$ cat config.mk
export PLATFORM = sky130hd
export DESIGN_NAME = relocmap_decoder
export DESIGN_NICKNAME = d
export VERILOG_FILES = /design/src/rtl/mapdec_pkg.sv /design/src/rtl/mapdec_hit.sv /design/src/rtl/mapdec_prio.sv /design/src/rtl/mapdec_mapreg.sv /design/src/rtl/relocmap_decoder.sv
export SDC_FILE = /design/constraint.sdc
export NUM_CORES = 1
export LEC_CHECK = 0
export BUFFER_PORTS_ARGS = -buffer_cell sky130_fd_sc_hd__buf_2
export CAP_MARGIN = 30
export CORE_MARGIN = 2
export CORE_UTILIZATION = 51
export DETAILED_ROUTE_END_ITERATION = 16
export GPL_ROUTABILITY_DRIVEN = 0
export PLACE_DENSITY = 0.93
export RECOVER_POWER = 50
export SLEW_MARGIN = 20
export SYNTH_ARGS = -nofsm -noshare
export SYNTH_HDL_FRONTEND = slang
export SYNTH_SLANG_ARGS = --single-unit
export TNS_END_PERCENT = 5
$ cat constraint.sdc
create_clock -name clk -period 3.4 [get_ports clk]
set_input_delay 0.34 -clock clk [delete_from_list [all_inputs] [get_ports clk]]
set_output_delay 0.34 -clock clk [all_outputs]
set_load 0.02 [all_outputs]
$ cat src/rtl/mapdec_pkg.sv
// Package: shared constants for the relocatable map decoder.
// Region indices set the priority order; a lower index wins.
package mapdec_pkg;
    localparam int unsigned ADDR_W   = 16;
    localparam int unsigned MAP_W    = 8;
    localparam int unsigned FIELD_W  = 4;
    localparam int unsigned N_INT    = 4;

    typedef enum int unsigned {
        IDX_REG = 0,
        IDX_RAM = 1,
        IDX_EEP = 2,
        IDX_ROM = 3
    } region_idx_e;

    typedef enum logic [1:0] {
        MODE_SINGLE  = 2'b00,
        MODE_EXPAND  = 2'b01,
        MODE_BOOT    = 2'b10,
        MODE_TEST    = 2'b11
    } op_mode_e;
endpackage

$ cat src/rtl/mapdec_hit.sv
// Module: mapdec_hit
// Flags an address inside [base, base+SIZE-1].
// Assumes the window does not wrap past the top of the address space.
module mapdec_hit #(
    parameter int unsigned AW   = 16,
    parameter int unsigned SIZE = 512
) (
    input  logic [AW-1:0] base,
    input  logic [AW-1:0] addr,
    output logic          hit
);
    localparam logic [AW:0] SPAN = (AW+1)'(SIZE - 1);

    logic [AW:0] lo_b;
    logic [AW:0] hi_b;
    logic [AW:0] a_x;

    // Range compare carried one bit wider so the upper bound cannot overflow.
    always_comb begin
        lo_b = {1'b0, base};
        hi_b = lo_b + SPAN;
        a_x  = {1'b0, addr};
        hit  = (a_x >= lo_b) && (a_x <= hi_b);
    end
endmodule

$ cat src/rtl/mapdec_prio.sv
// Module: mapdec_prio
// Fixed-priority one-hot picker: bit 0 wins. When no bit is set, the
// fall-through output is raised instead.
module mapdec_prio #(
    parameter int unsigned N = 4
) (
    input  logic [N-1:0] hit,
    output logic [N-1:0] pick,
    output logic         none
);
    // Walk from highest priority down; the first set bit claims the access.
    always_comb begin
        logic taken;
        taken = 1'b0;
        pick  = '0;
        for (int i = 0; i < N; i++) begin
            if (hit[i] && !taken) begin
                pick[i] = 1'b1;
                taken   = 1'b1;
            end
        end
        none = !taken;
    end
endmodule

$ cat src/rtl/mapdec_mapreg.sv
// Module: mapdec_mapreg
// Holds the placement register. In normal modes a write is accepted
// only while the post-reset cycle counter is below WINDOW, and only once.
// In special modes every write is accepted. Assumes wr_hit is already
// qualified by the address decode.
module mapdec_mapreg #(
    parameter int unsigned   W         = 8,
    parameter int unsigned   WINDOW    = 64,
    parameter logic [W-1:0]  RESET_VAL = 8'h01
) (
    input  logic         clk,
    input  logic         rst_n,
    input  logic         wr_hit,
    input  logic         special,
    input  logic [W-1:0] wdata,
    output logic [W-1:0] map_q
);
    localparam int unsigned CW = $clog2(WINDOW + 1);
    localparam logic [CW-1:0] CLOSE = CW'(WINDOW);

    logic [CW-1:0] cnt;
    logic          done;
    logic          open_n;
    logic          accept;

    // Window is open while the counter is short of the limit.
    always_comb begin
        open_n = (cnt == CLOSE);
        accept = wr_hit && (special || (!open_n && !done));
    end

    // Saturating count of edges since reset release.
    always_ff @(posedge clk) begin
        if (!rst_n)       cnt <= '0;
        else if (!open_n) cnt <= cnt + 1'b1;
    end

    // Placement register and its once-written marker.
    always_ff @(posedge clk) begin
        if (!rst_n) begin
            map_q <= RESET_VAL;
            done  <= 1'b0;
        end else if (accept) begin
            map_q <= wdata;
            done  <= 1'b1;
        end
    end

    p_reset_value_r1: assert property (@(posedge clk) disable iff (!rst_n)
        !$past(rst_n) |-> (map_q == RESET_VAL));

    p_cnt_sat_r5: assert property (@(posedge clk) disable iff (!rst_n)
        cnt <= CLOSE);

    p_locked_r4: assert property (@(posedge clk) disable iff (!rst_n)
        (!special && (done || cnt == CLOSE)) |=> $stable(map_q));

    p_special_write_r6: assert property (@(posedge clk) disable iff (!rst_n)
        (special && wr_hit) |=> (map_q == $past(wdata)));
endmodule

$ cat src/rtl/relocmap_decoder.sv
// Module: relocmap_decoder (top)
// Decodes a CPU address into one of five region selects. RAM and the
// register block follow the placement register; ROM and EEPROM sit at
// fixed ranges and fall to the external bus when disabled. Assumes the
// relocatable regions fit inside one 4-Kbyte page.
module relocmap_decoder
    import mapdec_pkg::*;
#(
    parameter int unsigned        REG_SIZE  = 64,
    parameter int unsigned        RAM_SIZE  = 512,
    parameter logic [ADDR_W-1:0]  EEP_BASE  = 16'hB600,
    parameter int unsigned        EEP_SIZE  = 512,
    parameter logic [ADDR_W-1:0]  ROM_BASE  = 16'hD000,
    parameter int unsigned        ROM_SIZE  = 12288,
    parameter int unsigned        MAP_OFS   = 'h3D,
    parameter int unsigned        WINDOW    = 64,
    parameter logic [MAP_W-1:0]   MAP_RESET = 8'h01
) (
    input  logic              clk,
    input  logic              rst_n,
    input  logic [ADDR_W-1:0] addr,
    input  logic              wr_en,
    input  logic [MAP_W-1:0]  wdata,
    input  logic [1:0]        mode,
    input  logic              rom_en,
    input  logic              eep_en,
    output logic              sel_reg,
    output logic              sel_ram,
    output logic              sel_eep,
    output logic              sel_rom,
    output logic              sel_ext,
    output logic [MAP_W-1:0]  map_rdata
);
    localparam int unsigned REG_AW  = $clog2(REG_SIZE);
    localparam int unsigned LOW_W   = ADDR_W - FIELD_W;

    logic [MAP_W-1:0]  map_q;
    logic [ADDR_W-1:0] reg_base;
    logic [ADDR_W-1:0] ram_base;
    logic              reg_hit, ram_hit, eep_hit, rom_hit;
    logic              rom_on, special, map_wr;
    logic [N_INT-1:0]  hits;
    logic [N_INT-1:0]  pick;
    logic              none;

    // Page bases from the two placement fields.
    always_comb begin
        ram_base = {map_q[MAP_W-1 -: FIELD_W], {LOW_W{1'b0}}};
        reg_base = {map_q[FIELD_W-1:0],        {LOW_W{1'b0}}};
    end

    mapdec_hit #(.AW(ADDR_W), .SIZE(REG_SIZE)) u_hit_reg (
        .base(reg_base), .addr(addr), .hit(reg_hit));
    mapdec_hit #(.AW(ADDR_W), .SIZE(RAM_SIZE)) u_hit_ram (
        .base(ram_base), .addr(addr), .hit(ram_hit));
    mapdec_hit #(.AW(ADDR_W), .SIZE(EEP_SIZE)) u_hit_eep (
        .base(EEP_BASE), .addr(addr), .hit(eep_hit));
    mapdec_hit #(.AW(ADDR_W), .SIZE(ROM_SIZE)) u_hit_rom (
        .base(ROM_BASE), .addr(addr), .hit(rom_hit));

    // Mode qualifiers and the placement-register write strobe.
    always_comb begin
        special = mode[1];
        rom_on  = rom_en || (op_mode_e'(mode) == MODE_SINGLE);
        map_wr  = wr_en && reg_hit && (addr[REG_AW-1:0] == REG_AW'(MAP_OFS));
    end

    // Qualified hits in priority order.
    always_comb begin
        hits          = '0;
        hits[IDX_REG] = reg_hit;
        hits[IDX_RAM] = ram_hit;
        hits[IDX_EEP] = eep_hit && eep_en;
        hits[IDX_ROM] = rom_hit && rom_on;
    end

    mapdec_prio #(.N(N_INT)) u_prio (
        .hit(hits), .pick(pick), .none(none));

    mapdec_mapreg #(.W(MAP_W), .WINDOW(WINDOW), .RESET_VAL(MAP_RESET)) u_map (
        .clk(clk), .rst_n(rst_n), .wr_hit(map_wr), .special(special),
        .wdata(wdata), .map_q(map_q));

    // Drive the output selects and read data.
    always_comb begin
        sel_reg   = pick[IDX_REG];
        sel_ram   = pick[IDX_RAM];
        sel_eep   = pick[IDX_EEP];
        sel_rom   = pick[IDX_ROM];
        sel_ext   = none;
        map_rdata = map_q;
    end

    p_one_sel_r10: assert property (@(posedge clk) disable iff (!rst_n)
        $countones({sel_reg, sel_ram, sel_eep, sel_rom, sel_ext}) == 1);

    p_reg_wins_r9: assert property (@(posedge clk) disable iff (!rst_n)
        reg_hit |-> sel_reg);

    p_eep_off_r8: assert property (@(posedge clk) disable iff (!rst_n)
        !eep_en |-> !sel_eep);

    p_rom_single_r7: assert property (@(posedge clk) disable iff (!rst_n)
        (mode == 2'b00 && rom_hit && !reg_hit && !ram_hit) |-> sel_rom);
endmodule

==> impl_metrics.xml, run 1 <==
<?xml version="1.0" encoding="UTF-8"?>
<metrics>
  <group name="status">
    <metric name="outcome" unit="">complete, no violations</metric>
  </group>
  <group name="layout">
    <metric name="nets" unit="">220</metric>
    <metric name="proportion_of_layout_cells_with_a_drive_suffix_above_1" unit="%">23.9</metric>
    <metric name="area_growth" unit="%">24.4</metric>
    <metric name="count_of_filler_cells_inserted_in_the_layout" unit="">178</metric>
    <metric name="antenna_cells" unit="">0</metric>
  </group>
  <group name="routing">
    <metric name="met2_wirelength" unit="mm">1.42</metric>
    <metric name="drt_first_iter_violations" unit="">21</metric>
    <metric name="route.detailed.wl_per_inst" unit="um">13.4</metric>
    <metric name="detail-route-antenna-nets" unit="">0</metric>
    <metric name="m1WireLength" unit="mm">1.12</metric>
    <metric name="dr.pass1.iters" unit="">4</metric>
    <metric name="route.vias.total" unit="">1108</metric>
    <metric name="highest-signal-layer" unit="">met4</metric>
    <metric name="drcViolationCount" unit="">0</metric>
    <metric name="detailroute.wirelength.met3" unit="um">146</metric>
    <metric name="route.final.wire_length" unit="mm">2.71</metric>
    <metric name="via_per_inst" unit="">5.46</metric>
  </group>
  <group name="yosys">
    <metric name="synthesis.yosys.warnings" unit="">0</metric>
    <metric name="dominantRegCellSynth" unit="">sky130_fd_sc_hd__dfxtp_1</metric>
    <metric name="synth_cells" unit="">131</metric>
    <metric name="count_of_unique_library_cells_instantiated_by_yosys" unit="">33</metric>
    <metric name="share_of_synthesized_flip_flops_with_an_asynchronous_set_or_reset" unit="%">0</metric>
    <metric name="yosys-mux-area-fraction" unit="%">7.41</metric>
    <metric name="yosys.area_share.xor_xnor" unit="%">4.86</metric>
    <metric name="synth_register_bits" unit="">16</metric>
    <metric name="dominant_combinational_cell_family_by_area_after_synthesis" unit="">simple AND/OR/NAND/NOR gates</metric>
    <metric name="syn_area" unit="mm^2">0.00108</metric>
    <metric name="synth_compound_gate_area_share" unit="%">11.0</metric>
    <metric name="mappedNetlistNets" unit="">174</metric>
    <metric name="synthAdderAreaFrac" unit="%">13.9</metric>
    <metric name="synth_edf_count" unit="">0</metric>
    <metric name="yosys.area_share.simple" unit="%">27.0</metric>
    <metric name="seq_area_frac_synth" unit="%">29.6</metric>
    <metric name="synth_area_per_inst" unit="um^2">8.25</metric>
  </group>
  <group name="cts">
    <metric name="cts_root_buffer" unit="">sky130_fd_sc_hd__clkbuf_4</metric>
    <metric name="h_tree_level_count" unit="">1</metric>
    <metric name="max-clock-path-buffers" unit="">2</metric>
    <metric name="post_cts.repair.setup_buffers" unit="">0</metric>
    <metric name="ctsHoldBuffers" unit="">0</metric>
    <metric name="cts.reportedPaths.clkPinSlew" unit="ps">90</metric>
    <metric name="cts.repair.resized" unit="">0</metric>
    <metric name="clock_tree_from_tritoncts" unit="">built</metric>
    <metric name="numCtsBuffers" unit="">3</metric>
    <metric name="clock-sinks" unit="">16</metric>
    <metric name="worst_skew_pair.late_latency" unit="ps">280</metric>
  </group>
  <group name="global_routing">
    <metric name="grt_first_pass_wirelength" unit="mm">4.41</metric>
    <metric name="grt_antenna_before_repair" unit="">0</metric>
    <metric name="grtUsageTotal" unit="%">22.8</metric>
    <metric name="grt-ovfl-total" unit="">0</metric>
    <metric name="number_of_global_route_vias_before_repair" unit="">1079</metric>
    <metric name="grt_start_max_net_pins" unit="">22</metric>
  </group>
  <group name="power_and_ir_drop">
    <metric name="report.power.total" unit="W">0.000382</metric>
    <metric name="worst_supply_voltage_drop_on_vdd" unit="V">0.000278</metric>
    <metric name="comb_power_share" unit="%">16.8</metric>
    <metric name="seqPwrFrac" unit="%">50.8</metric>
    <metric name="power.net_switching" unit="W">0.0000968</metric>
    <metric name="p_leak" unit="nW">0.576</metric>
    <metric name="pwr-share-clk" unit="%">32.4</metric>
    <metric name="power_per_cell_area" unit="mW/mm^2">284</metric>
    <metric name="power_switching_share" unit="%">25.3</metric>
    <metric name="cell_internal_pwr" unit="W">0.000285</metric>
  </group>
  <group name="timing">
    <metric name="worst_slew_margin_rel" unit="%">68.4</metric>
    <metric name="achievable-frequency" unit="MHz">370</metric>
    <metric name="totalNegativeSetupSlack" unit="ps">0</metric>
    <metric name="worst_pin_slew" unit="ps">471</metric>
    <metric name="setup_violations" unit="">0</metric>
    <metric name="post_route_clock_period_utilization" unit="%">79.6</metric>
    <metric name="grt_setup_unrepaired" unit="">false</metric>
    <metric name="slew_violations" unit="">0</metric>
    <metric name="timing_hold_violations_final" unit="">0</metric>
    <metric name="post-route-min-period" unit="ps">2710</metric>
    <metric name="worst_clock_skew" unit="ps">0.466</metric>
  </group>
  <group name="floorplanning">
    <metric name="initial_core_util" unit="%">54.5</metric>
    <metric name="core" unit="mm^2">0.00198</metric>
    <metric name="die_area" unit="mm^2">0.00250</metric>
    <metric name="row_count" unit="">16</metric>
    <metric name="die_h" unit="um">50.0</metric>
    <metric name="ios" unit="">44</metric>
    <metric name="die-width" unit="um">50.0</metric>
  </group>
  <group name="worst_setup_path">
    <metric name="regToRegSetupSlack" unit="ps">1160</metric>
    <metric name="start_kind" unit="">register</metric>
    <metric name="crit_path_max_fanout" unit="">4</metric>
    <metric name="cp-end-kind" unit="">output pin</metric>
    <metric name="worstReg2RegEnd" unit="">u_map.map_q[4]</metric>
    <metric name="reg2reg_from" unit="">u_map.map_q[2]</metric>
    <metric name="timing.critical_path.arrival" unit="ps">2370</metric>
    <metric name="reg2regPathDepth" unit="">8</metric>
    <metric name="required" unit="ps">3060</metric>
    <metric name="timing_worst_setup_path_type" unit="">register to output pin</metric>
  </group>
  <group name="hold_path">
    <metric name="min_path_cells" unit="">3</metric>
    <metric name="min_path_type" unit="">primary input to register</metric>
    <metric name="hold_path_end" unit="">u_map.map_q[5]</metric>
    <metric name="hp-start" unit="">wdata[5]</metric>
  </group>
  <group name="placed_design">
    <metric name="buffer_ports.inserted" unit="">43</metric>
    <metric name="dp_hpwl" unit="mm">2.27</metric>
  </group>
  <group name="flow_run">
    <metric name="cap_viol_max_count" unit="">0</metric>
  </group>
</metrics>
==> cells by family (layout without fill, tap and decap cells) <==
kind of cell    count (synthesis)  count (layout)
compound gates                 16              16
fa+ha+maj                      12              12
buf+inv                        16              61
simple gates                   57              57
flops                          16              16
mux                             8               8
xor+xnor                        6               6
==> power groups by stage <==
stage	clock network [W]	registers [W]	logic (W)
final	0.000124	0.000194	0.0000643
after global routing	0.000138	0.000195	0.0000713
after CTS	0.000127	0.000194	0.0000638
after detailed placement	0	0.000199	0.0000633
after global placement	0	0.000198	0.0000595
after floorplan	0	0.000197	0.0000329
==> registers in the layout, indices dropped and copies added, names as in the netlist <==
register / cells
u_map.map_q: 8
u_map.cnt: 7
u_map.done: 1
==> worst max-delay path, stage by stage, from the launching register on <==
cell,delay [ps]
sky130_fd_sc_hd__dfxtp_1,360
sky130_fd_sc_hd__inv_1,60
sky130_fd_sc_hd__ha_1,280
sky130_fd_sc_hd__a21o_1,180
sky130_fd_sc_hd__a21o_1,190
sky130_fd_sc_hd__o22a_1,200
sky130_fd_sc_hd__a211oi_1,390
sky130_fd_sc_hd__nor2b_1,220
sky130_fd_sc_hd__buf_2,190
==> per-stage QoR <==
step | instances | hold slack, ps | cell area, um^2 | worst slack [ps] | utilization (%)
after floorplan | 131 | 440 | 1080 | 820 | -
after global placement | 199 | 448 | 1320 | 918 | 66.5
after detailed placement | 199 | 456 | 1320 | 812 | 66.5
after CTS | 203 | 293 | 1360 | 729 | 68.4
after global routing | 203 | 286 | 1350 | 559 | 67.9
final | 203 | 297 | 1350 | 694 | 67.9
==> layer usage <==
| layer | GRT usage, % | up-vias |
|---|---|---|
| li1 | - | 550 |
| met1 | 23.8 | 512 |
| met2 | 45.2 | 42 |
| met3 | 2.42 | 4 |
| met4 | 8.33 | 0 |
| met5 | 0 | - |
==> synth_stat cells, drive strengths merged, types with 2 or more instances <==
cell / instances / area, um^2
a21o: 2 / 15.0
a21oi: 4 / 20.0
and2: 2 / 12.5
clkbuf: 2 / 7.51
dfxtp: 16 / 320
ha: 12 / 150
inv: 13 / 48.8
mux2i: 8 / 80.1
nand2: 18 / 67.6
nand3: 7 / 35.0
nand4: 3 / 18.8
nand4b: 2 / 17.5
nor2: 8 / 30.0
nor2b: 4 / 25.0
nor3: 5 / 25.0
o21ai: 2 / 10.0
or4: 3 / 22.5
xnor2: 3 / 26.3
xor2: 3 / 26.3
==> worst max-delay path by stage <==
stage                         from  endpoint  slack, ps  cells after the start
CTS                 u_map.map_q[6]   sel_ram        730                      8
global placement           addr[9]   sel_ext        920                      7
floorplan                  addr[9]   sel_eep        820                      5
finish              u_map.map_q[6]   sel_ram        690                      8
detailed placement         addr[9]   sel_ext        810                      7
global route        u_map.map_q[6]   sel_ram        560                      8
==> layout by cell type (no fill, tap or decap), types with 4 or more instances in the layout <==
cell,count
sky130_fd_sc_hd__a21oi_1,4
sky130_fd_sc_hd__buf_2,35
sky130_fd_sc_hd__clkbuf_1,8
sky130_fd_sc_hd__dfxtp_1,16
sky130_fd_sc_hd__ha_1,12
sky130_fd_sc_hd__inv_1,13
sky130_fd_sc_hd__mux2i_1,8
sky130_fd_sc_hd__nand2_1,18
sky130_fd_sc_hd__nand3_1,7
sky130_fd_sc_hd__nor2_1,8
sky130_fd_sc_hd__nor2b_1,4
sky130_fd_sc_hd__nor3_1,5
==> cell type report <==
type,count,area (um^2),area share [%]
clock buffer,4,36.3,2.70
inverter,13,48.8,3.63
multi-input combinational,99,693,51.5
sequential,16,320,23.8
tap,27,33.8,2.51
timing repair buffer,44,213,15.8
Note: power is estimated with default switching activity, not from simulation.
==> run 2, diff against run 1 <==
- CORE_UTILIZATION: 51 -> 43
- PLACE_DENSITY: 0.93 -> 0.84
- clock period: 3.4 -> 2.2 ns (I/O delays scaled with it)
==> run 2 against run 1 <==
Effect of this change:
- the flow now finishes with violations (negative setup slack)
- flip-flop and latch count is the same
- sequential power grew 54%
- register-to-register slack lost 990 ps
- highest routed layer unchanged
- non-clock buffer count grew 7
- critical endpoint is now sel_rom
- critical path type is now primary input to output pin
==> impl_metrics.xml, run 2 (synthesis results as in run 1) <==
<?xml version="1.0" encoding="UTF-8"?>
<metrics>
  <group name="timing">
    <metric name="worst_slew_margin_rel" unit="%">69.6</metric>
    <metric name="worst_pin_slew" unit="ps">453</metric>
    <metric name="worst_slack" unit="ps">-15.3</metric>
    <metric name="worst_clock_skew" unit="ps">3.19</metric>
    <metric name="slew_violations" unit="">0</metric>
    <metric name="post_route_clock_period_utilization" unit="%">101</metric>
    <metric name="post-route-min-period" unit="ps">2220</metric>
    <metric name="grt_setup_unrepaired" unit="">true</metric>
    <metric name="timing_hold_violations_final" unit="">0</metric>
    <metric name="setup_violations" unit="">3</metric>
    <metric name="achievable-frequency" unit="MHz">451</metric>
  </group>
  <group name="global_routing">
    <metric name="grt_start_max_net_pins" unit="">22</metric>
    <metric name="grtUsageTotal" unit="%">19.5</metric>
    <metric name="number_of_global_route_vias_before_repair" unit="">1034</metric>
    <metric name="grt-ovfl-total" unit="">0</metric>
    <metric name="grt_first_pass_wirelength" unit="mm">4.14</metric>
    <metric name="grt_antenna_before_repair" unit="">0</metric>
  </group>
  <group name="cts">
    <metric name="cts.reportedPaths.clkPinSlew" unit="ps">90</metric>
    <metric name="clock_tree_from_tritoncts" unit="">built</metric>
    <metric name="ctsHoldBuffers" unit="">0</metric>
    <metric name="h_tree_level_count" unit="">1</metric>
    <metric name="clock-sinks" unit="">16</metric>
    <metric name="worst_skew_pair.late_latency" unit="ps">280</metric>
    <metric name="cts_root_buffer" unit="">sky130_fd_sc_hd__clkbuf_4</metric>
    <metric name="max-clock-path-buffers" unit="">2</metric>
    <metric name="numCtsBuffers" unit="">3</metric>
  </group>
  <group name="floorplanning">
    <metric name="initial_core_util" unit="%">44.4</metric>
    <metric name="die_h" unit="um">54.1</metric>
    <metric name="row_count" unit="">18</metric>
    <metric name="die-width" unit="um">54.1</metric>
    <metric name="die_area" unit="mm^2">0.00293</metric>
    <metric name="core" unit="mm^2">0.00243</metric>
    <metric name="ios" unit="">44</metric>
  </group>
  <group name="status">
    <metric name="failed_checks" unit="">negative setup slack</metric>
    <metric name="outcome" unit="">finished, violations left</metric>
  </group>
  <group name="worst_setup_path">
    <metric name="crit_path_max_fanout" unit="">5</metric>
    <metric name="required" unit="ps">1980</metric>
    <metric name="timing.critical_path.arrival" unit="ps">2000</metric>
    <metric name="timing_worst_setup_path_type" unit="">primary input to output pin</metric>
    <metric name="start_kind" unit="">primary input</metric>
    <metric name="cp-end-kind" unit="">output pin</metric>
  </group>
  <group name="routing">
    <metric name="drcViolationCount" unit="">0</metric>
    <metric name="detail-route-antenna-nets" unit="">0</metric>
    <metric name="dr.pass1.iters" unit="">4</metric>
    <metric name="route.final.wire_length" unit="mm">2.69</metric>
    <metric name="route.detailed.wl_per_inst" unit="um">12.6</metric>
    <metric name="route.vias.total" unit="">1106</metric>
    <metric name="drt_first_iter_violations" unit="">14</metric>
    <metric name="via_per_inst" unit="">5.19</metric>
  </group>
  <group name="placed_design">
    <metric name="post_dp_cell_area" unit="mm^2">0.00137</metric>
    <metric name="buffer_ports.inserted" unit="">43</metric>
    <metric name="dp_hpwl" unit="mm">2.11</metric>
  </group>
  <group name="flow_run">
    <metric name="cap_viol_max_count" unit="">0</metric>
  </group>
  <group name="layout">
    <metric name="finish.instance_area" unit="mm^2">0.00150</metric>
    <metric name="nets" unit="">227</metric>
    <metric name="area_growth" unit="%">39.0</metric>
    <metric name="final_util" unit="%">61.8</metric>
    <metric name="layout.cells.most_common_list" unit="">sky130_fd_sc_hd__buf_2 (32), sky130_fd_sc_hd__nand2_1 (18), sky130_fd_sc_hd__inv_1 (12)</metric>
    <metric name="largest_register_ffs" unit="">8</metric>
    <metric name="final_common_cell" unit="">sky130_fd_sc_hd__buf_2</metric>
    <metric name="largest-register" unit="">u_map.map_q</metric>
    <metric name="largest_registers" unit="">u_map.map_q x8, u_map.cnt x7, u_map.done x1</metric>
    <metric name="proportion_of_layout_cells_with_a_drive_suffix_above_1" unit="%">36.1</metric>
    <metric name="count_of_filler_cells_inserted_in_the_layout" unit="">225</metric>
    <metric name="antenna_cells" unit="">0</metric>
  </group>
  <group name="power_and_ir_drop">
    <metric name="seqPwrFrac" unit="%">49.8</metric>
    <metric name="power.net_switching" unit="W">0.000152</metric>
    <metric name="p_leak" unit="nW">0.634</metric>
    <metric name="comb_power_share" unit="%">18.8</metric>
    <metric name="cell_internal_pwr" unit="W">0.000449</metric>
    <metric name="worst_supply_voltage_drop_on_vdd" unit="V">0.000377</metric>
    <metric name="pwr-share-clk" unit="%">31.4</metric>
    <metric name="power_per_cell_area" unit="mW/mm^2">400</metric>
    <metric name="power_switching_share" unit="%">25.3</metric>
  </group>
  <group name="hold_path">
    <metric name="min_path_type" unit="">primary input to register</metric>
  </group>
</metrics>
[run 2: cell types whose count changed in the layout (fill, tap and decap cells not counted), moves of 3 or more]
cell                      previous run  this run
sky130_fd_sc_hd__dfxtp_2             0         5
sky130_fd_sc_hd__nor3_2              0         3
sky130_fd_sc_hd__nor3_1              5         2
sky130_fd_sc_hd__dfxtp_1            16        11
sky130_fd_sc_hd__buf_2              35        32
sky130_fd_sc_hd__buf_4               1        11
[run 2: power groups by stage]
stage | registers [W] | clock network [W] | logic, W
floorplan | 0.000305 | 0 | 0.0000527
global placement | 0.000306 | 0 | 0.0000974
detailed placement | 0.000306 | 0 | 0.000102
CTS | 0.000299 | 0.000195 | 0.000111
global route | 0.000300 | 0.000212 | 0.000126
finish | 0.000299 | 0.000188 | 0.000113
[run 2: worst paths after layout]
kind	slack (ps)	cells after the start	from	to
worst max-delay path	-20	7	addr[9]	sel_rom
worst max register to register	170	8	u_map.map_q[3]	u_map.map_q[0]
worst min-delay path	170	3	wdata[6]	u_map.map_q[6]
worst min register to register	480	2	u_map.map_q[3]	u_map.map_q[3]
[run 2: layout make-up]
cell class / instances / area, um^2 / area share, %
Sequential cell: 16 / 327 / 21.7
Tap cell: 30 / 37.5 / 2.50
Clock buffer: 4 / 36.3 / 2.41
Inverter: 13 / 48.8 / 3.25
Multi-Input combinational cell: 99 / 773 / 51.5
Timing Repair Buffer: 51 / 280 / 18.7
[run 2: timing repair]
item / in CTS / in global routing
buffers inserted: 4 / 0
pin swaps: 6 / 3
resized for setup: 15 / 3
setup endpoints to repair: 11 / 13
[run 2: critical path: stages]
cell and delay [ps]:
sky130_fd_sc_hd__buf_2 100, sky130_fd_sc_hd__or3_1 380, sky130_fd_sc_hd__or4_1 410, sky130_fd_sc_hd__a221o_1 420, sky130_fd_sc_hd__a21oi_4 230, sky130_fd_sc_hd__nor3_2 70
sky130_fd_sc_hd__buf_4 160
[run 2: per-layer routing]
metal,GRT usage [%],wire (um),up-vias
li1,-,-,563
met1,20.8,1150,503
met2,38.6,1370,36
met3,2.50,154,4
met4,6.25,16,0
met5,0,0,-
[run 2: per-stage QoR]
stage	TNS [ps]	total power (W)	setup WS [ps]	hold slack (ps)	cells
6_report	-42.7	0.000601	-15.3	166	213
5_1_grt	-548	0.000638	-133	167	213
4_1_cts	-155	0.000606	-53.3	161	213
3_5_place_dp	-1940	0.000408	-204	470	205
3_3_place_gp	-1560	0.000403	-150	448	205
2_1_floorplan	-72.9	0.000358	-24.3	362	131
==> run 3, diff against run 2 <==
==> constraint.sdc (replaced) <==
create_clock -name clk -period 2.2 [get_ports clk]
set_input_delay 0.33 -clock clk [delete_from_list [all_inputs] [get_ports clk]]
set_output_delay 0.33 -clock clk [all_outputs]
set_load 0.02 [all_outputs]
==> run 3 against run 2 <==
Effect of this change:
- the flow still finishes with violations (negative setup slack)
- global-route usage is 1.3 points lower
- count of clock-buffer cells in the layout down 1
- maximum frequency shrank 7.4%
- register-to-register slack worse by 20 ps
- first-iteration DRC count grew 36%
- highest routed layer unchanged
- via count up 1.5%
- sequential power about the same
- worst hold slack improved by 120 ps
==> impl_metrics.xml, run 3 (synthesis results as in run 1) <==
<?xml version="1.0" encoding="UTF-8"?>
<metrics>
  <group name="status">
    <metric name="outcome" unit="">finished, violations left</metric>
    <metric name="failed_checks" unit="">negative setup slack</metric>
  </group>
  <group name="layout">
    <metric name="largest_register_ffs" unit="">8</metric>
    <metric name="antenna_cells" unit="">0</metric>
    <metric name="count_of_filler_cells_inserted_in_the_layout" unit="">219</metric>
    <metric name="ff_latch_area" unit="um^2">325</metric>
    <metric name="proportion_of_layout_cells_with_a_drive_suffix_above_1" unit="%">36.6</metric>
    <metric name="final_util" unit="%">61.9</metric>
    <metric name="largest_registers" unit="">u_map.map_q x8, u_map.cnt x7, u_map.done x1</metric>
    <metric name="area_growth" unit="%">39.2</metric>
    <metric name="largest-register" unit="">u_map.map_q</metric>
    <metric name="layout.cells.most_common_list" unit="">sky130_fd_sc_hd__buf_2 (32), sky130_fd_sc_hd__nand2_1 (18), sky130_fd_sc_hd__inv_1 (12), sky130_fd_sc_hd__buf_4 (12), sky130_fd_sc_hd__dfxtp_1 (12)</metric>
    <metric name="nets" unit="">228</metric>
    <metric name="multi_input_area" unit="um^2">783</metric>
    <metric name="final_common_cell" unit="">sky130_fd_sc_hd__buf_2</metric>
  </group>
  <group name="timing">
    <metric name="worst_slew_margin_rel" unit="%">69.1</metric>
    <metric name="worst_clock_skew" unit="ps">4.20</metric>
    <metric name="totalNegativeSetupSlack" unit="ps">-891</metric>
    <metric name="setup_violations" unit="">5</metric>
    <metric name="achievable-frequency" unit="MHz">418</metric>
    <metric name="timing_hold_violations_final" unit="">0</metric>
    <metric name="slew_violations" unit="">0</metric>
    <metric name="post-route-min-period" unit="ps">2390</metric>
    <metric name="worst_pin_slew" unit="ps">460</metric>
    <metric name="post_route_clock_period_utilization" unit="%">109</metric>
    <metric name="grt_setup_unrepaired" unit="">true</metric>
    <metric name="timing.hold.ws" unit="ps">289</metric>
    <metric name="worst_slack" unit="ps">-192</metric>
  </group>
  <group name="global_routing">
    <metric name="global_route.peak_usage_layer" unit="">met2</metric>
    <metric name="groute.layer.met2.usage" unit="%">33.9</metric>
    <metric name="grt-ovfl-total" unit="">0</metric>
    <metric name="met1_usage" unit="%">19.3</metric>
    <metric name="grt_first_pass_wirelength" unit="mm">3.92</metric>
    <metric name="number_of_global_route_vias_before_repair" unit="">1006</metric>
    <metric name="grt_util_met3" unit="%">3.06</metric>
    <metric name="grtUsageTotal" unit="%">18.2</metric>
    <metric name="grt_start_max_net_pins" unit="">22</metric>
    <metric name="grt_antenna_before_repair" unit="">0</metric>
  </group>
  <group name="floorplanning">
    <metric name="die-width" unit="um">54.1</metric>
    <metric name="row_count" unit="">18</metric>
    <metric name="ios" unit="">44</metric>
    <metric name="core" unit="mm^2">0.00243</metric>
    <metric name="die_area" unit="mm^2">0.00293</metric>
    <metric name="die_h" unit="um">54.1</metric>
    <metric name="initial_core_util" unit="%">44.4</metric>
  </group>
  <group name="cts">
    <metric name="cts_root_buffer" unit="">sky130_fd_sc_hd__clkbuf_4</metric>
    <metric name="numCtsBuffers" unit="">3</metric>
    <metric name="cts.reportedPaths.clkPinSlew" unit="ps">80</metric>
    <metric name="worst_skew_pair.late_latency" unit="ps">270</metric>
    <metric name="max-clock-path-buffers" unit="">2</metric>
    <metric name="h_tree_level_count" unit="">1</metric>
    <metric name="clock-sinks" unit="">16</metric>
    <metric name="clock_tree_from_tritoncts" unit="">built</metric>
  </group>
  <group name="worst_setup_path">
    <metric name="timing.critical_path.arrival" unit="ps">2060</metric>
    <metric name="required" unit="ps">1870</metric>
    <metric name="start_kind" unit="">primary input</metric>
    <metric name="cp-end-kind" unit="">output pin</metric>
    <metric name="crit_path_max_fanout" unit="">5</metric>
    <metric name="timing_worst_setup_path_type" unit="">primary input to output pin</metric>
  </group>
  <group name="hold_path">
    <metric name="min_path_type" unit="">primary input to register</metric>
  </group>
  <group name="routing">
    <metric name="drt_first_iter_violations" unit="">19</metric>
    <metric name="via_per_inst" unit="">5.27</metric>
    <metric name="route.vias.total" unit="">1123</metric>
    <metric name="detail-route-antenna-nets" unit="">0</metric>
    <metric name="route.final.wire_length" unit="mm">2.73</metric>
    <metric name="route.detailed.wl_per_inst" unit="um">12.8</metric>
    <metric name="dr.pass1.iters" unit="">4</metric>
    <metric name="drcViolationCount" unit="">0</metric>
  </group>
  <group name="power_and_ir_drop">
    <metric name="worst_supply_voltage_drop_on_vdd" unit="V">0.000378</metric>
    <metric name="report.power.total" unit="W">0.000560</metric>
    <metric name="power_per_cell_area" unit="mW/mm^2">372</metric>
    <metric name="p_leak" unit="nW">0.632</metric>
  </group>
  <group name="placed_design">
    <metric name="buffer_ports.inserted" unit="">43</metric>
    <metric name="place_worst_setup_slack" unit="ps">-204</metric>
    <metric name="dp_hpwl" unit="mm">2.17</metric>
  </group>
  <group name="flow_run">
    <metric name="cap_viol_max_count" unit="">0</metric>
  </group>
</metrics>
==> run 3: power by group <==
part / internal (W) / switching, W / leakage, nW
clock network: 0.0000634 / 0.0000791 / 0.0138
logic: 0.0000576 / 0.0000597 / 0.487
registers: 0.000294 / 0.00000581 / 0.132
total: 0.000415 / 0.000145 / 0.632
==> run 3: worst max-delay path: stages <==
cell	delay, ps
sky130_fd_sc_hd__buf_2	100
sky130_fd_sc_hd__or3_4	380
sky130_fd_sc_hd__or4_1	410
sky130_fd_sc_hd__a221o_1	390
sky130_fd_sc_hd__a21oi_4	230
sky130_fd_sc_hd__nor3_2	70
sky130_fd_sc_hd__buf_4	160
==> run 3: path summary, 6_finish.rpt <==
path	depth (start not counted)	endpoint	slack (ps)	start
max	7	sel_ext	-190	addr[9]
min	3	u_map.map_q[5]	290	wdata[5]
max reg2reg	8	u_map.map_q[0]	150	u_map.map_q[2]
min reg2reg	1	u_map.done	470	u_map.done
==> run 3: cell type report <==
class / count / share of cell area [%]
clock buffers: 3 / 1.50
inverters: 13 / 3.24
multi-input cells: 99 / 52.0
well taps: 30 / 2.49
repair buffers: 52 / 19.1
flip-flops and latches: 16 / 21.6
==> run 3: per-layer routing <==
layer	up-vias	part of all wire [%]
li1	566	-
met1	502	41
met2	45	50
met3	10	7.4
met4	0	2.5
met5	-	0
==> run 3: stage by stage <==
| step | cell area (um^2) | instances |
|---|---|---|
| global route | 1510 | 213 |
| detailed placement | 1420 | 210 |
| global placement | 1420 | 210 |
| floorplan | 1120 | 131 |
| CTS | 1470 | 213 |
| finish | 1510 | 213 |
==> run 3: what timing repair did <==
item	4_1_cts	5_1_grt
resized for setup	9	7
pin swaps	6	5
hold endpoints to repair	0	0
endpoints found under the setup margin	5	13
buffers inserted	0	0
hold buffers	0	0
gates cloned	0	0
